--- src/rtl/detmap_pkg.sv ---
package detmap_pkg;
   typedef enum logic {
      ST_IDLE = 1'b0,
      ST_EMIT = 1'b1
   } emit_state_t;
endpackage

--- src/rtl/detmap_entry.sv ---
// Merges the entry paths into a single start strobe, taken only while idle.
module detmap_entry #(
   parameter int ENTRY_PATHS = 3
) (
   input  logic                   idle_i,
   input  logic [ENTRY_PATHS-1:0] req_i,
   output logic                   start_o
);
   logic any_req;

   generate
      if (ENTRY_PATHS == 1) begin : g_single
         assign any_req = req_i[0];
      end else begin : g_multi
         assign any_req = |req_i;
      end
   endgenerate

   assign start_o = idle_i & any_req;
endmodule

--- src/rtl/detmap_addr_seq.sv ---
// Lookahead read-address sequencer. head_q is the address of the byte on
// display; ahead_q is the address of the byte after it, within range slots.
module detmap_addr_seq #(
   parameter int SLOT_W     = 4,
   parameter int RANGE_W    = 9,
   parameter int USED_BYTES = 12,
   localparam int ADDR_W    = SLOT_W + RANGE_W
) (
   input  logic              clk,
   input  logic              rst_n,
   input  logic              load_i,
   input  logic              step_i,
   input  logic              clear_i,
   output logic [ADDR_W-1:0] head_o,
   output logic [ADDR_W-1:0] ahead_o
);
   localparam logic [SLOT_W-1:0] LAST_SLOT = SLOT_W'(USED_BYTES - 1);

   logic [ADDR_W-1:0] head_q, ahead_q;
   logic [SLOT_W-1:0] idx_q;
   logic [ADDR_W-1:0] nxt_addr, pre_addr;
   logic [SLOT_W-1:0] nxt_idx, pre_idx;

   // One step from (addr, idx): next slot, or slot 0 of the next range.
   function automatic void step_fn(input  logic [ADDR_W-1:0] a,
                                   input  logic [SLOT_W-1:0] i,
                                   output logic [ADDR_W-1:0] na,
                                   output logic [SLOT_W-1:0] ni);
      if (i == LAST_SLOT) begin
         na = {a[ADDR_W-1:SLOT_W] + RANGE_W'(1), {SLOT_W{1'b0}}};
         ni = '0;
      end else begin
         na = a + ADDR_W'(1);
         ni = i + SLOT_W'(1);
      end
   endfunction

   always_comb begin
      step_fn(ahead_q, idx_q, nxt_addr, nxt_idx);
      step_fn('0, '0, pre_addr, pre_idx);
   end

   always_ff @(posedge clk) begin
      if (!rst_n) begin
         head_q  <= '0;
         ahead_q <= '0;
         idx_q   <= '0;
      end else if (load_i) begin
         head_q  <= '0;
         ahead_q <= pre_addr;
         idx_q   <= pre_idx;
      end else if (clear_i) begin
         head_q  <= '0;
         ahead_q <= '0;
         idx_q   <= '0;
      end else if (step_i) begin
         head_q  <= ahead_q;
         ahead_q <= nxt_addr;
         idx_q   <= nxt_idx;
      end
   end

   assign head_o  = head_q;
   assign ahead_o = ahead_q;
endmodule

--- src/rtl/detmap_beat_cnt.sv ---
// Counts accepted bytes and flags the final one of the section.
module detmap_beat_cnt #(
   parameter int TOTAL = 6144,
   localparam int CNT_W = (TOTAL > 1) ? $clog2(TOTAL) : 1
) (
   input  logic clk,
   input  logic rst_n,
   input  logic load_i,
   input  logic fire_i,
   output logic last_o
);
   logic [CNT_W-1:0] cnt_q;

   always_ff @(posedge clk) begin
      if (!rst_n)      cnt_q <= '0;
      else if (load_i) cnt_q <= '0;
      else if (fire_i) cnt_q <= cnt_q + CNT_W'(1);
   end

   assign last_o = (cnt_q == CNT_W'(TOTAL - 1));
endmodule

--- src/rtl/detmap_streamer.sv ---
module detmap_streamer #(
   parameter int RANGE_BINS  = 512,
   parameter int SLOT_STRIDE = 16,
   parameter int USED_BYTES  = 12,
   parameter int DATA_W      = 8,
   parameter int ENTRY_PATHS = 3,
   localparam int SLOT_W     = $clog2(SLOT_STRIDE),
   localparam int RANGE_W    = $clog2(RANGE_BINS),
   localparam int ADDR_W     = SLOT_W + RANGE_W,
   localparam int TOTAL      = RANGE_BINS * USED_BYTES
) (
   input  logic                   clk,
   input  logic                   rst_n,
   input  logic [ENTRY_PATHS-1:0] entry_req,
   output logic [ADDR_W-1:0]      mem_addr,
   input  logic [DATA_W-1:0]      mem_rdata,
   output logic                   out_valid,
   input  logic                   out_ready,
   output logic [DATA_W-1:0]      out_data,
   output logic                   done
);
   import detmap_pkg::*;

   generate
      if (SLOT_STRIDE != (1 << SLOT_W)) begin : g_bad_stride
         $error("SLOT_STRIDE must be a power of two");
      end
      if (USED_BYTES < 1 || USED_BYTES > SLOT_STRIDE) begin : g_bad_used
         $error("USED_BYTES must lie in 1..SLOT_STRIDE");
      end
      if (RANGE_BINS < 2 || RANGE_BINS != (1 << RANGE_W)) begin : g_bad_ranges
         $error("RANGE_BINS must be a power of two, at least 2");
      end
   endgenerate

   emit_state_t       state_q;
   logic              start, fire, last_beat, fin;
   logic [ADDR_W-1:0] head_addr, ahead_addr;
   logic              done_q;

   detmap_entry #(.ENTRY_PATHS(ENTRY_PATHS)) u_entry (
      .idle_i  (state_q == ST_IDLE),
      .req_i   (entry_req),
      .start_o (start)
   );

   assign fire = (state_q == ST_EMIT) && out_ready;
   assign fin  = fire && last_beat;

   detmap_addr_seq #(
      .SLOT_W(SLOT_W), .RANGE_W(RANGE_W), .USED_BYTES(USED_BYTES)
   ) u_seq (
      .clk     (clk),
      .rst_n   (rst_n),
      .load_i  (start),
      .step_i  (fire),
      .clear_i (fin),
      .head_o  (head_addr),
      .ahead_o (ahead_addr)
   );

   detmap_beat_cnt #(.TOTAL(TOTAL)) u_cnt (
      .clk    (clk),
      .rst_n  (rst_n),
      .load_i (start),
      .fire_i (fire),
      .last_o (last_beat)
   );

   always_ff @(posedge clk) begin
      if (!rst_n) begin
         state_q <= ST_IDLE;
         done_q  <= 1'b0;
      end else begin
         done_q <= fin;
         if (start)    state_q <= ST_EMIT;
         else if (fin) state_q <= ST_IDLE;
      end
   end

   // Stalled: re-read the byte on display. Otherwise fetch the lookahead.
   assign mem_addr  = (state_q == ST_EMIT && !out_ready) ? head_addr : ahead_addr;
   assign out_valid = (state_q == ST_EMIT);
   assign out_data  = mem_rdata;
   assign done      = done_q;
endmodule

--- config.mk ---
export PLATFORM = sky130hd
export DESIGN_NAME = detmap_streamer
export DESIGN_NICKNAME = d
export VERILOG_FILES = /design/src/rtl/detmap_pkg.sv /design/src/rtl/detmap_entry.sv /design/src/rtl/detmap_addr_seq.sv /design/src/rtl/detmap_beat_cnt.sv /design/src/rtl/detmap_streamer.sv
export SDC_FILE = /design/constraint.sdc
export NUM_CORES = 1
export LEC_CHECK = 0
export BUFFER_PORTS_ARGS = -buffer_cell sky130_fd_sc_hd__buf_2
export CAP_MARGIN = 5
export CORE_ASPECT_RATIO = 1.25
export CORE_MARGIN = 4
export CORE_UTILIZATION = 35
export CTS_BUF_LIST = sky130_fd_sc_hd__clkbuf_8
export DETAILED_ROUTE_END_ITERATION = 8
export GPL_TIMING_DRIVEN = 0
export PLACE_DENSITY_LB_ADDON = 0.08
export SYNTH_ARGS = -nofsm -noshare
export SYNTH_HDL_FRONTEND = slang
export SYNTH_SLANG_ARGS = --single-unit
export TNS_END_PERCENT = 30
--- constraint.sdc ---
create_clock -name clk -period 2.05 [get_ports clk]
set_clock_uncertainty 0.05 [all_clocks]
set_input_delay 0.1025 -clock clk [delete_from_list [all_inputs] [get_ports clk]]
set_output_delay 0.1025 -clock clk [all_outputs]
set_load 0.005 [all_outputs]
==> metrics.txt, run 1 <==
status complete, no violations; Final Instance Area 0.00260 mm^2; most common cell after layout, fill and taps aside dfxtp_1; first-pass GRT wire length 8460 um; Wirelength per Cell 12.7 um; Clock transition at path regs 80 ps; # setup viols final 0; clk buf depth 2; largest net degree at the start of global routing 14; multi-input logic area 0.00119 mm^2; worst setup path endpoint mem_addr[4]; R2R cell count 7; CP Class reg2out; Switching Share 23.6%; Setup crit end kind primary output; Die X 79.5 um; reg-to-reg startpoint u_cnt.cnt_q[0]$_SDFFE_PP0P_; post-CTS setup buffers 0; max-cap viol count 0; # fillers 638; Sequential Power Share 54.5%; CP peak stage delay 350 ps; Max Fclk 526 MHz; via count 1,761; Hold Fails Final Rpt 0; Initial Utilization 36.1%; power per cell area 629 mW/mm^2; Warnings, synthesis 0; relative slew slack 65.3%; clk root buf clkbuf_8; Mapped Area 0.00224 mm^2; DRT iter0 DRCs 57; num ports 37; highest-count cells in the layout ignoring fill and taps dfxtp_1 (45), nand2_1 (42), buf_2 (31), nor2_1 (21), a21oi_1 (19); Worst path depth 5; GRT Total Usage 13.7%; CP startpoint kind flip-flop; final net count 304; DP Area 0.00248 mm^2; # diodes 0; maximum vdd drop 0.000310 V; # clock sinks 45; num rows 32; drt drc 0; hpwl dp 3390 um; Routed WL 4710 um; Post-DRT Antenna Nets 0; share of layout cells above drive strength 1 26.1%; Internal 1.25 mW; max-slew violations 0; slowest stage cell, crit path mux2_2; hold slack 10.2 ps; area delta synth->final 16.1%; H-tree depth 2; Die Span Y 97.4 um; mean area per synthesized cell 8.92 um^2; Final TNS setup 0 ps; Worst setup startpoint out_valid$_SDFFE_PN0P_; R2R Setup Slk 200 ps; distinct cell type count after synthesis 42; Clk network pwr share 36.9%; Crit path max-delay family buffers and inverters; top cells by area, synth dfxtp_1 (40%), nand2_1 (7.0%), mux2_2 (6.5%); Comb pwr share 8.7%; unrepaired setup endpoints after global routing no; Reg area 901 um^2; NetSw 0.387 mW; GRT overflow 0; CP max FO 10; reg2reg end u_seq.head_o[2]$_SDFFE_PP0P_; vias in the first global route 1,744; Core Area 0.00621 mm^2; worst path cell trace clkbuf_4 > nor2b_4 > buf_4 > mux2_2 > buf_2; Leak 0.983 nW; Power Total 1.64 mW; Pre-antenna DRT Iters 4; cts bufs inserted 5; GPL Wtd Cong 0.761; Clock Latency Late Sink 290 ps; CTS tree done; sequential cell area fraction in the yosys report 40.2%; Worst Hold Class in2reg; Yosys reg bits 45; die area 0.00775 mm^2; minimum clock period after layout 1900 ps; Data required, critical path 1900 ps; routed vias/inst 4.73; top-area cell type share of the netlist area 40.2%; leading area contributor after synthesis dfxtp_1; arrival time worst endpoint 1750 ps; actual slew at the worst max-slew pin 515 ps; period utilization 92.8%; Gate Count Post-Synth 251; port bufs 28; Post-Syn Nets 269; CP Buf/Inv Count 3; CTS Hold Bufs 0; initial antenna violation count 0
## power by group through the flow
stage | Clock [mW] | Combinational (mW) | Sequential (mW)
6_report | 0.603 | 0.142 | 0.891
2_1_floorplan | 0 | 0.0966 | 0.909
3_3_place_gp | 0 | 0.142 | 0.911
5_1_grt | 0.677 | 0.159 | 0.893
4_1_cts | 0.642 | 0.145 | 0.891
3_5_place_dp | 0 | 0.141 | 0.911
## flip-flops by register name, summed over array words and instances (netlist names)
register	count
u_seq.idx_q	4
u_seq.head_o	13
u_cnt.cnt_q	13
u_seq.ahead_o	13
out_valid	1
done	1
## metrics by stage
step	cells	setup WS (ps)	util, %
2_1_floorplan	251	403	-
3_3_place_gp	364	127	40.0
3_5_place_dp	364	127	40.0
4_1_cts	372	58.6	41.8
5_1_grt	372	14.3	41.9
6_report	372	147	41.9
## logic make-up (layout without fill, tap and decap cells)
group	count (synthesis)	in the layout	share of synthesized area, %
xor+xnor	18	18	7.04
simple gates	104	104	24.4
mux	13	13	6.54
fa+ha+maj	4	4	2.24
compound gates	45	45	12.7
buf+inv	22	58	6.88
flops	45	45	40.2
## cell usage after synthesis
library cell and count:
dfxtp_1 45, nand2_1 42, nor2_1 21, a21oi_1 19, mux2_2 13, xnor2_1 10
buf_4 8, xor2_1 8, o21ai_0 7, a21oi_2 6, buf_2 5, nand3_1 5
nor3_1 5, and4_1 4, clkbuf_1 4, ha_1 4, o21a_1 4, or3_1 4
and3_1 3, nand4_1 3, nor4_1 3, o211ai_1 3, and2_1 2, inv_1 2
nand2b_1 2, nand4_4 2, o31ai_1 2, a21o_1 1, a31oi_1 1, and2b_1 1
and3b_1 1, buf_12 1, buf_6 1, buf_8 1, nand3b_1 1, nand4b_1 1
nor2b_1 1, nor4_4 1, nor4b_1 1, o2111a_1 1, o2111ai_1 1, or2_1 1
## timing repair
item / 4_1_cts / 5_1_grt
setup endpoints to repair: 10 / 10
hold endpoints to repair: 0 / 0
resized for setup: 3 / 1
## per-layer routing
metal	share of wire [%]	routed length, um	global-route usage (%)	vias to the layer above
li1	-	-	-	935
met1	47	2200	18.0	796
met2	49	2310	21.7	26
met3	3.2	151	3.34	4
met4	0.98	46	4.37	0
met5	0	0	0	-
## how the worst min path moves through the flow
stage	startpoint	to	slack, ps	cells past startpoint
after global routing	rst_n	u_seq.idx_q[0]$_SDFFE_PN0P_	20	2
after CTS	rst_n	u_seq.idx_q[0]$_SDFFE_PN0P_	4	2
after global placement	mem_rdata[1]	out_data[1]	320	2
final	rst_n	u_seq.idx_q[0]$_SDFFE_PN0P_	10	2
after detailed placement	rst_n	u_seq.idx_q[0]$_SDFFE_PN0P_	320	2
after floorplan	rst_n	u_seq.ahead_o[0]$_SDFFE_PN0P_	170	1
## final cells by class
type | instances | area share [%]
well taps | 85 | 4.09
clock inverters | 1 | 0.193
plain buffers | 20 | 5.83
multi-input cells | 184 | 45.8
clock buffers | 7 | 3.71
inverters | 2 | 0.289
repair buffers | 28 | 5.39
flip-flops and latches | 45 | 34.7
Power figures use the tool's default switching activity.
==> run 2, diff against run 1 <==
--- a/config.mk
+++ b/config.mk
@@ -12,6 +12,7 @@
 export CORE_UTILIZATION = 35
 export CTS_BUF_LIST = sky130_fd_sc_hd__clkbuf_8
 export DETAILED_ROUTE_END_ITERATION = 8
+export GPL_ROUTABILITY_DRIVEN = 0
 export GPL_TIMING_DRIVEN = 0
 export PLACE_DENSITY_LB_ADDON = 0.08
 export SYNTH_ARGS = -nofsm -noshare
==> constraint.sdc (replaced) <==
create_clock -name clk -period 1.65 [get_ports clk]
set_clock_uncertainty 0.05 [all_clocks]
set_input_delay 0.0825 -clock clk [delete_from_list [all_inputs] [get_ports clk]]
set_output_delay 0.0825 -clock clk [all_outputs]
set_load 0.005 [all_outputs]
==> metrics.txt, run 2 (synthesized netlist as in run 1, its figures left out) <==
status finished with violations; failing checks setup timing; die area 0.00775 mm^2; Pre-antenna DRT Iters 4; CTS tree done; Die Span Y 97.4 um; relative slew slack 65.6%; GRT Total Usage 13.9%; max-slew violations 0; share of layout cells above drive strength 1 33.1%; Hold Fails Final Rpt 0; num ports 37; GRT busiest layer met2; Core Area 0.00621 mm^2; Final Util 45.9%; # setup viols final 28; vias in the first global route 1,779; area delta synth->final 27.2%; largest net degree at the start of global routing 14; worst path cell trace buf_6 > buf_4 > nand4_4 > nor4_4 > or2_1 > buf_6 > clkbuf_16 > nor2_1; CP Buf/Inv Count 4; final net count 316; final worst slack -54.9 ps; Die X 79.5 um; actual slew at the worst max-slew pin 511 ps; Comb pwr share 11.0%; highest-count cells in the layout ignoring fill and taps nand2_1 (42), dfxtp_1 (37), buf_2 (24), nor2_1 (21), a21oi_1 (19); Initial Utilization 36.1%; num rows 32; met1 usage 18.4%; CP max FO 8; Switching Share 24.0%; cts bufs inserted 5; Crit path max-delay family simple AND/OR/NAND/NOR gates; maximum vdd drop 0.000382 V; initial antenna violation count 0; Routed WL 5040 um; arrival time worst endpoint 1850 ps; Setup crit end kind flip-flop; via count 1,822; max-cap viol count 0; Data required, critical path 1790 ps; minimum clock period after layout 1700 ps; slowest stage cell, crit path dfxtp_2; GRT overflow 0; Sequential Power Share 52.8%; port bufs 28; Post-DRT Antenna Nets 0; clk buf depth 2; Worst Hold Class in2reg; Wirelength per Cell 13.1 um; NetSw 0.504 mW; drt drc 0; Final TNS setup -815 ps; # diodes 0; # clock sinks 45; most frequent CP cell buf_6; hpwl dp 3390 um; DRT iter0 DRCs 56; Max Fclk 587 MHz; # fillers 624; power per cell area 737 mW/mm^2; period utilization 103%; Clk network pwr share 36.1%; clk root buf clkbuf_8; Clock Latency Late Sink 300 ps; met3 Resource Use GR 3.34%; Leak 1.08 nW; most common cell after layout, fill and taps aside nand2_1; H-tree depth 2; CP Class reg2reg; first-pass GRT wire length 8560 um; routed vias/inst 4.74; Clock transition at path regs 80 ps; CP peak stage delay 340 ps; CP startpoint kind flip-flop; GR Util met2 21.9%; Internal 1.60 mW; unrepaired setup endpoints after global routing yes
-- run 2: changes by cell type in the layout (fill, tap and decap cells not counted), sizes merged --
cell         before  now
buf              43   52
clkbuf           12   14
dlygate4sd3       0    1
-- run 2: worst register-to-register path, stage by stage, from the launching register on --
cell and delay (ps):
dfxtp_2 340, buf_6 120, buf_4 110, nand4_4 110, nor4_4 330, or2_1 180, buf_6 180, clkbuf_16 160
nor2_1 40
-- run 2: path summary, 6_finish.rpt --
check,slack (ps),from,cells after the start,end
worst min-delay path,190,entry_req[2],4,u_seq.idx_q[0]$_SDFFE_PN0P_
worst min register to register,400,u_seq.head_o[3]$_SDFFE_PP0P_,2,u_seq.head_o[3]$_SDFFE_PP0P_
worst max register to register,-50,out_valid$_SDFFE_PN0P_,8,u_seq.ahead_o[2]$_SDFFE_PP0P_
worst max-delay path,-50,out_valid$_SDFFE_PN0P_,8,u_seq.ahead_o[2]$_SDFFE_PP0P_
-- run 2: metrics by stage --
step / power, mW / std cells / setup slack [ps] / instance area (um^2) / hold slack [ps]
global placement: 1.31 / 364 / -253 / 2480 / 283
CTS: 2.10 / 377 / -47.5 / 2680 / 175
detailed placement: 1.31 / 364 / -253 / 2480 / 282
global route: 2.21 / 384 / -128 / 2850 / 222
finish: 2.10 / 384 / -54.9 / 2850 / 195
floorplan: 1.25 / 251 / 2.53 / 2240 / 150
-- run 2: cell type report --
| type | count | area [um^2] | area share, % |
|---|---|---|---|
| Timing Repair Buffer | 40 | 313 | 11.0 |
| Tap cell | 85 | 106 | 3.73 |
| Multi-Input combinational cell | 184 | 1240 | 43.5 |
| Buffer | 20 | 170 | 5.98 |
| Inverter | 2 | 7.51 | 0.264 |
| Clock buffer | 7 | 96.3 | 3.38 |
| Sequential cell | 45 | 911 | 32.0 |
| Clock inverter | 1 | 5.00 | 0.176 |
-- run 2: metal layers --
metal	up-vias	share of wire, %
met5	-	0
met4	0	0.91
met3	4	3.3
met2	32	49
met1	832	47
li1	954	-
-- run 2: power groups by stage --
stage | Combinational [mW] | Clock (mW) | Sequential [mW]
global placement | 0.176 | 0 | 1.13
detailed placement | 0.175 | 0 | 1.13
finish | 0.232 | 0.759 | 1.11
floorplan | 0.120 | 0 | 1.13
CTS | 0.197 | 0.798 | 1.11
global route | 0.256 | 0.842 | 1.11
-- run 2: timing repair --
| item | in CTS | in global routing |
|---|---|---|
| endpoints found under the setup margin | 54 | 46 |
| hold endpoints to repair | 4 | 0 |
| hold buffers | 1 | 0 |
| cloned | 0 | 3 |
| setup buffers | 4 | 4 |
| pin swaps | 1 | 2 |
| gates resized for setup | 17 | 25 |
==> run 3, diff against run 2 <==
--- a/config.mk
+++ b/config.mk
@@ -15,6 +15,7 @@
 export GPL_ROUTABILITY_DRIVEN = 0
 export GPL_TIMING_DRIVEN = 0
 export PLACE_DENSITY_LB_ADDON = 0.08
+export SKIP_CTS_REPAIR_TIMING = 1
 export SYNTH_ARGS = -nofsm -noshare
 export SYNTH_HDL_FRONTEND = slang
 export SYNTH_SLANG_ARGS = --single-unit
==> constraint.sdc (replaced) <==
create_clock -name clk -period 1.7 [get_ports clk]
set_clock_uncertainty 0.05 [all_clocks]
set_input_delay 0.085 -clock clk [delete_from_list [all_inputs] [get_ports clk]]
set_output_delay 0.085 -clock clk [all_outputs]
set_load 0.005 [all_outputs]
==> metrics.txt, run 3 (synthesized netlist as in run 1, its figures left out) <==
CTS tree done; Max Fclk 592 MHz; CP Buf/Inv Count 3; Worst Hold Depth 4; Pre-antenna DRT Iters 4; slowest stage cell, crit path dfxtp_2; num ports 37; via count 1,838; R2R Setup Slk 50 ps; maximum vdd drop 0.000370 V; Data required, critical path 1560 ps; R2R cell count 8; Die X 79.5 um; status complete, no violations; area delta synth->final 27.6%; clk buf depth 2; GRT Total Usage 13.6%; DRT iter0 DRCs 46; share of layout cells above drive strength 1 34.9%; clk root buf clkbuf_8; Clock Latency Late Sink 290 ps; # setup viols final 0; cts bufs inserted 5; Setup crit end kind primary output; Die Span Y 97.4 um; hpwl dp 3390 um; # clock sinks 45; most common cell after layout, fill and taps aside nand2_1; final net count 318; port bufs 28; Routed WL 4980 um; drt drc 0; reg2reg end u_seq.ahead_o[4]$_SDFFE_PP0P_; Hold Path End u_seq.idx_q[0]$_SDFFE_PN0P_; Leak 1.09 nW; max-slew violations 0; Worst path depth 5; minimum clock period after layout 1690 ps; largest net degree at the start of global routing 14; DP Area 0.00248 mm^2; GRT overflow 0; max-cap viol count 0; Worst Hold Class in2reg; arrival time worst endpoint 1550 ps; CP startpoint kind flip-flop; highest-count cells in the layout ignoring fill and taps nand2_1 (42), dfxtp_1 (35), buf_2 (29), nor2_1 (19), a21oi_1 (18); die area 0.00775 mm^2; reg-to-reg startpoint out_valid$_SDFFE_PN0P_; CP max FO 10; routed vias/inst 4.76; Worst setup startpoint out_valid$_SDFFE_PN0P_; Post-DRT Antenna Nets 0; CP Class reg2out; final worst slack 10.4 ps; Clock transition at path regs 80 ps; hold slack 201 ps; # diodes 0; Core Area 0.00621 mm^2; CP peak stage delay 350 ps; Wirelength per Cell 12.9 um; num rows 32; Placement Setup Slack -205 ps; H-tree depth 2; power per cell area 711 mW/mm^2; Crit path max-delay family buffers and inverters; Hold Startpoint entry_req[2]; relative slew slack 65.0%; period utilization 99.4%; Final Instance Area 0.00286 mm^2; Initial Utilization 36.1%; worst path cell trace buf_6 > nor2b_4 > buf_8 > mux2_2 > buf_2; Power Total 2.03 mW; Final TNS setup 0 ps; actual slew at the worst max-slew pin 520 ps; first-pass GRT wire length 8450 um; initial antenna violation count 0; unrepaired setup endpoints after global routing yes; vias in the first global route 1,736; Hold Fails Final Rpt 0
run 3: cell count changes in the layout (fill, tap and decap cells not counted), sizes merged:
cell	before	now
buf	52	54
run 3: metrics by stage:
step | util (%) | instances
2_1_floorplan | - | 251
3_3_place_gp | 40.0 | 364
3_5_place_dp | 40.0 | 364
4_1_cts | 41.7 | 372
5_1_grt | 46.0 | 386
6_report | 46.0 | 386
run 3: layout make-up:
cell class              instances  area [um^2]
flip-flops and latches         45          918
plain buffers                  20          170
repair buffers                 42          304
inverters                       2         7.51
fillers                       631         3350
well taps                      85          106
clock buffers                   7         96.3
multi-input cells             184         1250
clock inverters                 1         5.00
run 3: worst reg2reg max path, stage by stage (launching register included):
cell and delay (ps):
dfxtp_2 350, buf_6 120, buf_6 100, nand4_4 100, nor4_4 290, or2_1 180, buf_6 170, clkbuf_16 160
nor2_1 40
run 3: worst max-delay path by stage:
stage,endpoint,slack (ps)
global route,mem_addr[9],-80
finish,mem_addr[6],10
detailed placement,mem_addr[2],-210
floorplan,u_seq.head_o[1]$_SDFFE_PP0P_,50
global placement,mem_addr[2],-210
CTS,mem_addr[2],-550
run 3: layer usage:
layer,GRT usage (%),vias to the layer above,part of all wire (%)
met5,0,-,0
met4,4.37,0,1.0
met3,3.34,4,3.1
met2,21.8,31,50
met1,17.8,841,46
li1,-,962,-
run 3: where the power goes:
| group | leakage, nW | internal (mW) | switching (mW) |
|---|---|---|---|
| Combinational | 0.665 | 0.117 | 0.110 |
| Sequential | 0.368 | 1.06 | 0.0127 |
| Clock | 0.0542 | 0.368 | 0.360 |
| Total | 1.09 | 1.55 | 0.482 |
